`config.mk`:
```
export PLATFORM = sky130hd
export DESIGN_NAME = ddr_chk_bank
export DESIGN_NICKNAME = d
export VERILOG_FILES = /design/src/rtl/ddr_chk_timer.sv /design/src/rtl/ddr_chk_bank.sv
export SDC_FILE = /design/constraint.sdc
export NUM_CORES = 1
export LEC_CHECK = 0
export BUFFER_PORTS_ARGS = -buffer_cell sky130_fd_sc_hd__clkbuf_2
export CORE_AREA = 2 2 94 96
export DETAILED_ROUTE_END_ITERATION = 10
export DIE_AREA = 0 0 96 98
export GPL_ROUTABILITY_DRIVEN = 0
export PLACE_DENSITY = 0.71
export SLEW_MARGIN = 20
export SYNTH_ARGS = -nofsm -noshare
export SYNTH_HDL_FRONTEND = slang
export SYNTH_SLANG_ARGS = --single-unit
```
`constraint.sdc`:
```
create_clock -name clk -period 3.35 [get_ports clk]
set_input_delay 0.1675 -clock clk [delete_from_list [all_inputs] [get_ports clk]]
set_output_delay 0.1675 -clock clk [all_outputs]
set_load 0.02 [all_outputs]
```
`src/rtl/ddr_chk_timer.sv`:
```
module ddr_chk_timer #(
  parameter int W = 8
) (
  input  logic         clk,
  input  logic         rst_n,
  input  logic         load_i,
  input  logic [W-1:0] len_i,
  output logic         ok_o
);
  logic [W-1:0] cnt;

  always_ff @(posedge clk or negedge rst_n) begin
    if (!rst_n)              cnt <= '0;
    else if (load_i)         cnt <= (len_i == '0) ? '0 : len_i - 1'b1;
    else if (cnt != '0)      cnt <= cnt - 1'b1;
  end

  assign ok_o = (cnt == '0);

  AST_TIMER_BLOCKS_NEXT: assert property (@(posedge clk) disable iff (!rst_n)
    load_i && (len_i > W'(1)) |=> !ok_o);
endmodule

```
`src/rtl/ddr_chk_bank.sv`:
```
module ddr_chk_bank #(
  parameter int CW      = 8,
  parameter int T_RC    = 12,
  parameter int T_RCD   = 4,
  parameter int T_RAS   = 8,
  parameter int T_RP    = 4,
  parameter int T_DAL   = 7,
  parameter int RAS_MAX = 24000
) (
  input  logic          clk,
  input  logic          rst_n,
  input  logic          act_i,
  input  logic          rd_i,
  input  logic          wr_i,
  input  logic          pre_i,
  input  logic [CW-1:0] blh_i,
  output logic          rc_ok_o,
  output logic          rcd_ok_o,
  output logic          ras_ok_o,
  output logic          rp_ok_o,
  output logic          wpd_ok_o,
  output logic          rpd_ok_o,
  output logic          dal_ok_o,
  output logic          hit_o
);
  localparam int NT    = 7;
  localparam int AGE_W = $clog2(RAS_MAX + 2);
  localparam int TI_RC = 0, TI_RCD = 1, TI_RAS = 2, TI_RP = 3;
  localparam int TI_WPD = 4, TI_RPD = 5, TI_DAL = 6;

  logic [NT-1:0] ld, ok;
  logic [CW-1:0] len [NT];

  always_comb begin
    ld[TI_RC]  = act_i;  len[TI_RC]  = CW'(T_RC);
    ld[TI_RCD] = act_i;  len[TI_RCD] = CW'(T_RCD);
    ld[TI_RAS] = act_i;  len[TI_RAS] = CW'(T_RAS);
    ld[TI_RP]  = pre_i;  len[TI_RP]  = CW'(T_RP);
    ld[TI_WPD] = wr_i;   len[TI_WPD] = CW'(4) + blh_i;
    ld[TI_RPD] = rd_i;   len[TI_RPD] = blh_i;
    ld[TI_DAL] = wr_i;   len[TI_DAL] = CW'(T_DAL);
  end

  for (genvar t = 0; t < NT; t++) begin : g_tmr
    ddr_chk_timer #(.W(CW)) u_tmr (
      .clk(clk), .rst_n(rst_n), .load_i(ld[t]), .len_i(len[t]), .ok_o(ok[t]));
  end

  assign rc_ok_o  = ok[TI_RC];
  assign rcd_ok_o = ok[TI_RCD];
  assign ras_ok_o = ok[TI_RAS];
  assign rp_ok_o  = ok[TI_RP];
  assign wpd_ok_o = ok[TI_WPD];
  assign rpd_ok_o = ok[TI_RPD];
  assign dal_ok_o = ok[TI_DAL];

  // open-row age: 1 in the cycle after ACT, saturating one past the limit
  logic             open_q;
  logic [AGE_W-1:0] age_q;

  always_ff @(posedge clk or negedge rst_n) begin
    if (!rst_n) begin
      open_q <= 1'b0;
      age_q  <= '0;
    end else if (act_i) begin
      open_q <= 1'b1;
      age_q  <= AGE_W'(1);
    end else if (pre_i) begin
      open_q <= 1'b0;
      age_q  <= '0;
    end else if (open_q && age_q <= AGE_W'(RAS_MAX)) begin
      age_q  <= age_q + 1'b1;
    end
  end

  assign hit_o = open_q && (age_q == AGE_W'(RAS_MAX)) && !pre_i;

  AST_RASMAX_ONCE: assert property (@(posedge clk) disable iff (!rst_n)
    hit_o |=> !hit_o);
  AST_ACT_HOLDS_ROW: assert property (@(posedge clk) disable iff (!rst_n)
    act_i |=> !ras_ok_o && !rcd_ok_o);
endmodule

```
==> results.txt <==
The wire length on met3 came out at 236 um. Maximum operating frequency: 393.7 MHz. The level count of the clock H-tree is 3. The number of antenna diodes in the final layout is 0. Summed over all nets, the half-perimeter wirelength after detailed placement is 6.025 mm.

The internal power of the cells is 1.596 mW, and the total number of vias is 3606. The flow ran to the end, and the final reports show no timing, DRC or antenna violations. Before antenna repair, the detailed router went through 4 iterations.

The tools report the number of standard-cell rows in the floorplan as 34. The signal on the critical path passes through inv_1, ha_1, nor4b_1, nand3b_1, inv_1, clkbuf_2. With fillers left out, the area of the finished cells amounts to 0.004921 mm2. The area growth from synthesis to layout is 8.767%. The total number of nets in the final design is 538, and the remaining max-slew budget at the tightest pin is 33.96%. Length in cells of the worst reg-to-reg path: 6.

Signal routing reaches up to met4. Summed over all cells, the static leakage comes to 2.104 nW. Dividing total power by cell area gives a power density of 468.5 mW/mm2. After detailed routing, the met2 layer carries 4.179 mm of wire. In this run the post-CTS setup repair buffer count came out at 0.

The number of vias per cell after detailed routing is 5.873, and the top-level I/O count is 22. The run gives 0.34 ns as the later-pin clock latency in the skew report. The cell sitting at the root of the clock tree is a sky130_fd_sc_hd__clkbuf_8. The tools report the summed negative setup slack over all endpoints as 0 ns. The tools report the part of the total power dissipated in the clock network as 31.0%. The launch point of the worst hold path was blh_i[0].

The number of nets handed over by synthesis was 521. The first routing iteration left 152 violations. Final-report hold violation count: 0.

The register bit count reported by yosys is 72, and the slack of the worst reg-to-reg path is 1.04 ns. The tools report the synthesized netlist cell count as 485. After clock tree synthesis, the clock-pin slew on the worst setup and hold paths is 0.07 ns. The total overflow left after global routing is 0.

The endpoint of the worst-slack reg-to-reg timing path is g_tmr[6].u_tmr.cnt[1]. After layout, the minimum clock period comes to 2.540 ns. The run gives 0 as the post-cts resize count. Sequential cells account for 45.8% of the total power. For the number of global-route vias before repair, the log shows 3460. Setup repair after global routing left no endpoint under its margin.

In this run, CTS created clock tree buffers numbering 9. The analysis attributes to net switching a power of 709.3 uW. The total area inside the core boundary comes to 0.008466 mm2.

The worst hold path terminates at g_tmr[4].u_tmr.cnt[0]. The setup path with the least slack is of type reg -> out. Counting every sink on the clock net gives 72.

The number of antenna violations at the first check in global routing is 0. In this run the cell area of the synthesized design comes to 0.004524 mm2. In this run the vertical extent of the chip is 98 um. Master of the slowest instance on the critical path: sky130_fd_sc_hd__nor4b_1. At the worst endpoint, the required time is 3.18 ns.

The share of post-route cells with drive strength above 1 is 11.46%, and the cell area after placement is 0.004706 mm2. In the synthesized netlist the dominant register cell turns out to be sky130_fd_sc_hd__dfrtp_1. For the final count of pins violating max slew, the log shows 0. The largest single stage delay on the critical path is 0.79 ns. The logs give 73 for the pin count of the biggest net entering global routing and 0.01016 ns for the clock skew. During synthesis, Yosys emitted a total of 0 warnings. The most frequent cell on the critical path is sky130_fd_sc_hd__inv_1. The number of port buffers works out to 21.

For this run, the total global-route usage over all layers was measured as 20.17%. The first global-routing pass estimated 15.44 mm of wire. The actual transition at the worst max-transition pin is 0.9769 ns, and the worst IR drop on VDD is 0.2344 mV. The average instance in the mapped netlist occupies 9.329 um2. The family with the most delay on the worst path was simple AND/OR/NAND/NOR gates. The number of remaining DRC errors is 0, and the die span in x is 96 um. The worst setup path is launched from a register.

In this run the remaining antenna-violating nets after routing total 0. Leaving out fill and tap cells, the most frequent cells in the layout are sky130_fd_sc_hd__dfrtp_1, sky130_fd_sc_hd__nor2_1, sky130_fd_sc_hd__inv_1, sky130_fd_sc_hd__xnor2_1, sky130_fd_sc_hd__a21oi_1. Setup violations remaining at the end of the flow were counted as 0.

Worst flop-to-flop path startpoint: g_tmr[6].u_tmr.cnt[0]. Dividing the final minimum period by the clock period gives 75.82%. The per-cell routed wire length was 14.06 um; the total of hold buffers inserted after clock tree synthesis was 1. The worst hold path was traced through 2 stages.

The clock passes through at most 2 buffers. The number of library cell types mapped by synthesis was 61; the combinational power share was 23.2%. The die outline area was 0.009408 mm2. The commonest non-fill, non-tap cell in the layout is sky130_fd_sc_hd__dfrtp_1. The share of flip-flops with an asynchronous set or reset was 100.0%. The switching power as a share of total power was 30.76%; the number of maximum-capacitance constraint violations was 0. The total buffers and inverters traversed by the critical path is 3, and the detailed-route wire length on metal 1 is 4.139 mm.

The final layout contains routed wiring with a total length of 8.635 mm. The min-delay analysis places its worst path in the category in -> reg. Sequential cells were found to cover 39.82% of the synthesized design area.

The initial core utilization is 53.44%, and the top fanout value on the critical path is 7. STA classifies the critical path endpoint as an output pin. Arrival time of data at the critical path endpoint: 2.37 ns. Counting flops with a built-in enable in the synthesized netlist gives 0. TritonCTS built the clock tree.
## state kept, by name, summed over array words and instances (netlist names)
register         flops
open_q               1
age_q               15
g_tmr.u_tmr.cnt     56
## synthesized netlist by cell type, types with 4 or more instances
cell / number / area, um2
sky130_fd_sc_hd__a2111o_1: 5 / 56.30
sky130_fd_sc_hd__a2111oi_0: 9 / 78.83
sky130_fd_sc_hd__a211oi_1: 8 / 60.06
sky130_fd_sc_hd__a21o_1: 5 / 37.54
sky130_fd_sc_hd__a21oi_1: 25 / 125.1
sky130_fd_sc_hd__a311oi_1: 4 / 35.03
sky130_fd_sc_hd__and3_1: 4 / 25.02
sky130_fd_sc_hd__buf_2: 4 / 20.02
sky130_fd_sc_hd__clkbuf_1: 11 / 41.29
sky130_fd_sc_hd__dfrtp_1: 72 / 1802
sky130_fd_sc_hd__ha_1: 22 / 275.3
sky130_fd_sc_hd__inv_1: 35 / 131.4
sky130_fd_sc_hd__mux2i_1: 7 / 70.07
sky130_fd_sc_hd__nand2_1: 20 / 75.07
sky130_fd_sc_hd__nand2b_1: 10 / 62.56
sky130_fd_sc_hd__nand3_1: 10 / 50.05
sky130_fd_sc_hd__nand4_1: 5 / 31.28
sky130_fd_sc_hd__nor2_1: 44 / 165.2
sky130_fd_sc_hd__nor2b_1: 4 / 25.02
sky130_fd_sc_hd__nor3_1: 9 / 45.04
sky130_fd_sc_hd__nor4_1: 7 / 43.79
sky130_fd_sc_hd__o2111ai_1: 6 / 52.55
sky130_fd_sc_hd__o21a_1: 5 / 37.54
sky130_fd_sc_hd__o21ai_0: 20 / 100.1
sky130_fd_sc_hd__o22ai_1: 7 / 43.79
sky130_fd_sc_hd__or2_2: 9 / 56.30
sky130_fd_sc_hd__or3_1: 16 / 100.1
sky130_fd_sc_hd__or4_1: 9 / 67.56
sky130_fd_sc_hd__xnor2_1: 30 / 262.8
sky130_fd_sc_hd__xor2_1: 13 / 113.9
## how the worst max path moves through the flow
stage / start / endpoint / slack (ns) / cells after the start
floorplan: g_tmr[6].u_tmr.cnt[0] / g_tmr[6].u_tmr.cnt[1] / 1.40 / 6
global placement: g_tmr[6].u_tmr.cnt[0] / g_tmr[6].u_tmr.cnt[1] / 1.24 / 6
detailed placement: g_tmr[6].u_tmr.cnt[0] / g_tmr[6].u_tmr.cnt[1] / 1.07 / 6
CTS: g_tmr[6].u_tmr.cnt[0] / dal_ok_o / 0.81 / 6
global route: g_tmr[6].u_tmr.cnt[0] / dal_ok_o / 0.55 / 6
finish: g_tmr[6].u_tmr.cnt[0] / dal_ok_o / 0.81 / 6
## routing by layer
layer | GRT usage, % | vias to the layer above
met1 | 27.08 | 1753
li1 | - | 1797
met4 | 6.264 | 0
met2 | 33.01 | 50
met5 | 0 | -
met3 | 3.549 | 6
## cells by family after synthesis
kind of cell,share of synthesized area [%]
multiplexers,1.798
XOR/XNOR,8.324
adder cells (fa/ha/maj),6.084
AO/OA/AOI/OAI,18.61
flip-flops,39.82
AND/OR/NAND/NOR,20.93
buffers and inverters,4.425
## power groups by stage
| stage | clock [mW] | combinational [mW] | sequential (mW) |
|---|---|---|---|
| after floorplan | 0 | 0.424 | 1.05 |
| after CTS | 0.736 | 0.538 | 1.06 |
| final | 0.715 | 0.535 | 1.06 |
| after global routing | 0.776 | 0.607 | 1.07 |
| after detailed placement | 0 | 0.534 | 1.07 |
| after global placement | 0 | 0.515 | 1.06 |
## worst register-to-register path, cell delays in order (launching register included)
cell and delay [ns]:
sky130_fd_sc_hd__dfrtp_1 0.41, sky130_fd_sc_hd__inv_1 0.10, sky130_fd_sc_hd__ha_1 0.14, sky130_fd_sc_hd__nor4b_1 0.79
sky130_fd_sc_hd__nand3b_1 0.31, sky130_fd_sc_hd__mux2i_1 0.18, sky130_fd_sc_hd__or2_2 0.27
## through the flow
step           total power, mW  cells  hold WS [ns]  util, %  worst slack, ns
2_1_floorplan            1.472    485       -0.1281        -            1.397
3_3_place_gp             1.579    598        0.3679    55.59            1.239
3_5_place_dp             1.604    598        0.3646    55.59            1.069
4_1_cts                  2.329    614        0.1191    58.13           0.8075
5_1_grt                  2.455    614        0.1315    58.13           0.5459
6_report                 2.306    614        0.1448    58.13           0.8099
## cell type report
cell class | instances | area [um2]
Tap cell | 108 | 135.1
Clock inverter | 3 | 40.04
Sequential cell | 72 | 1802
Inverter | 35 | 131.4
Fill cell | 765 | 3545
Timing Repair Buffer | 23 | 125.1
Multi-Input combinational cell | 361 | 2522
Clock buffer | 12 | 165.2
(Power assumes the default switching activity.)
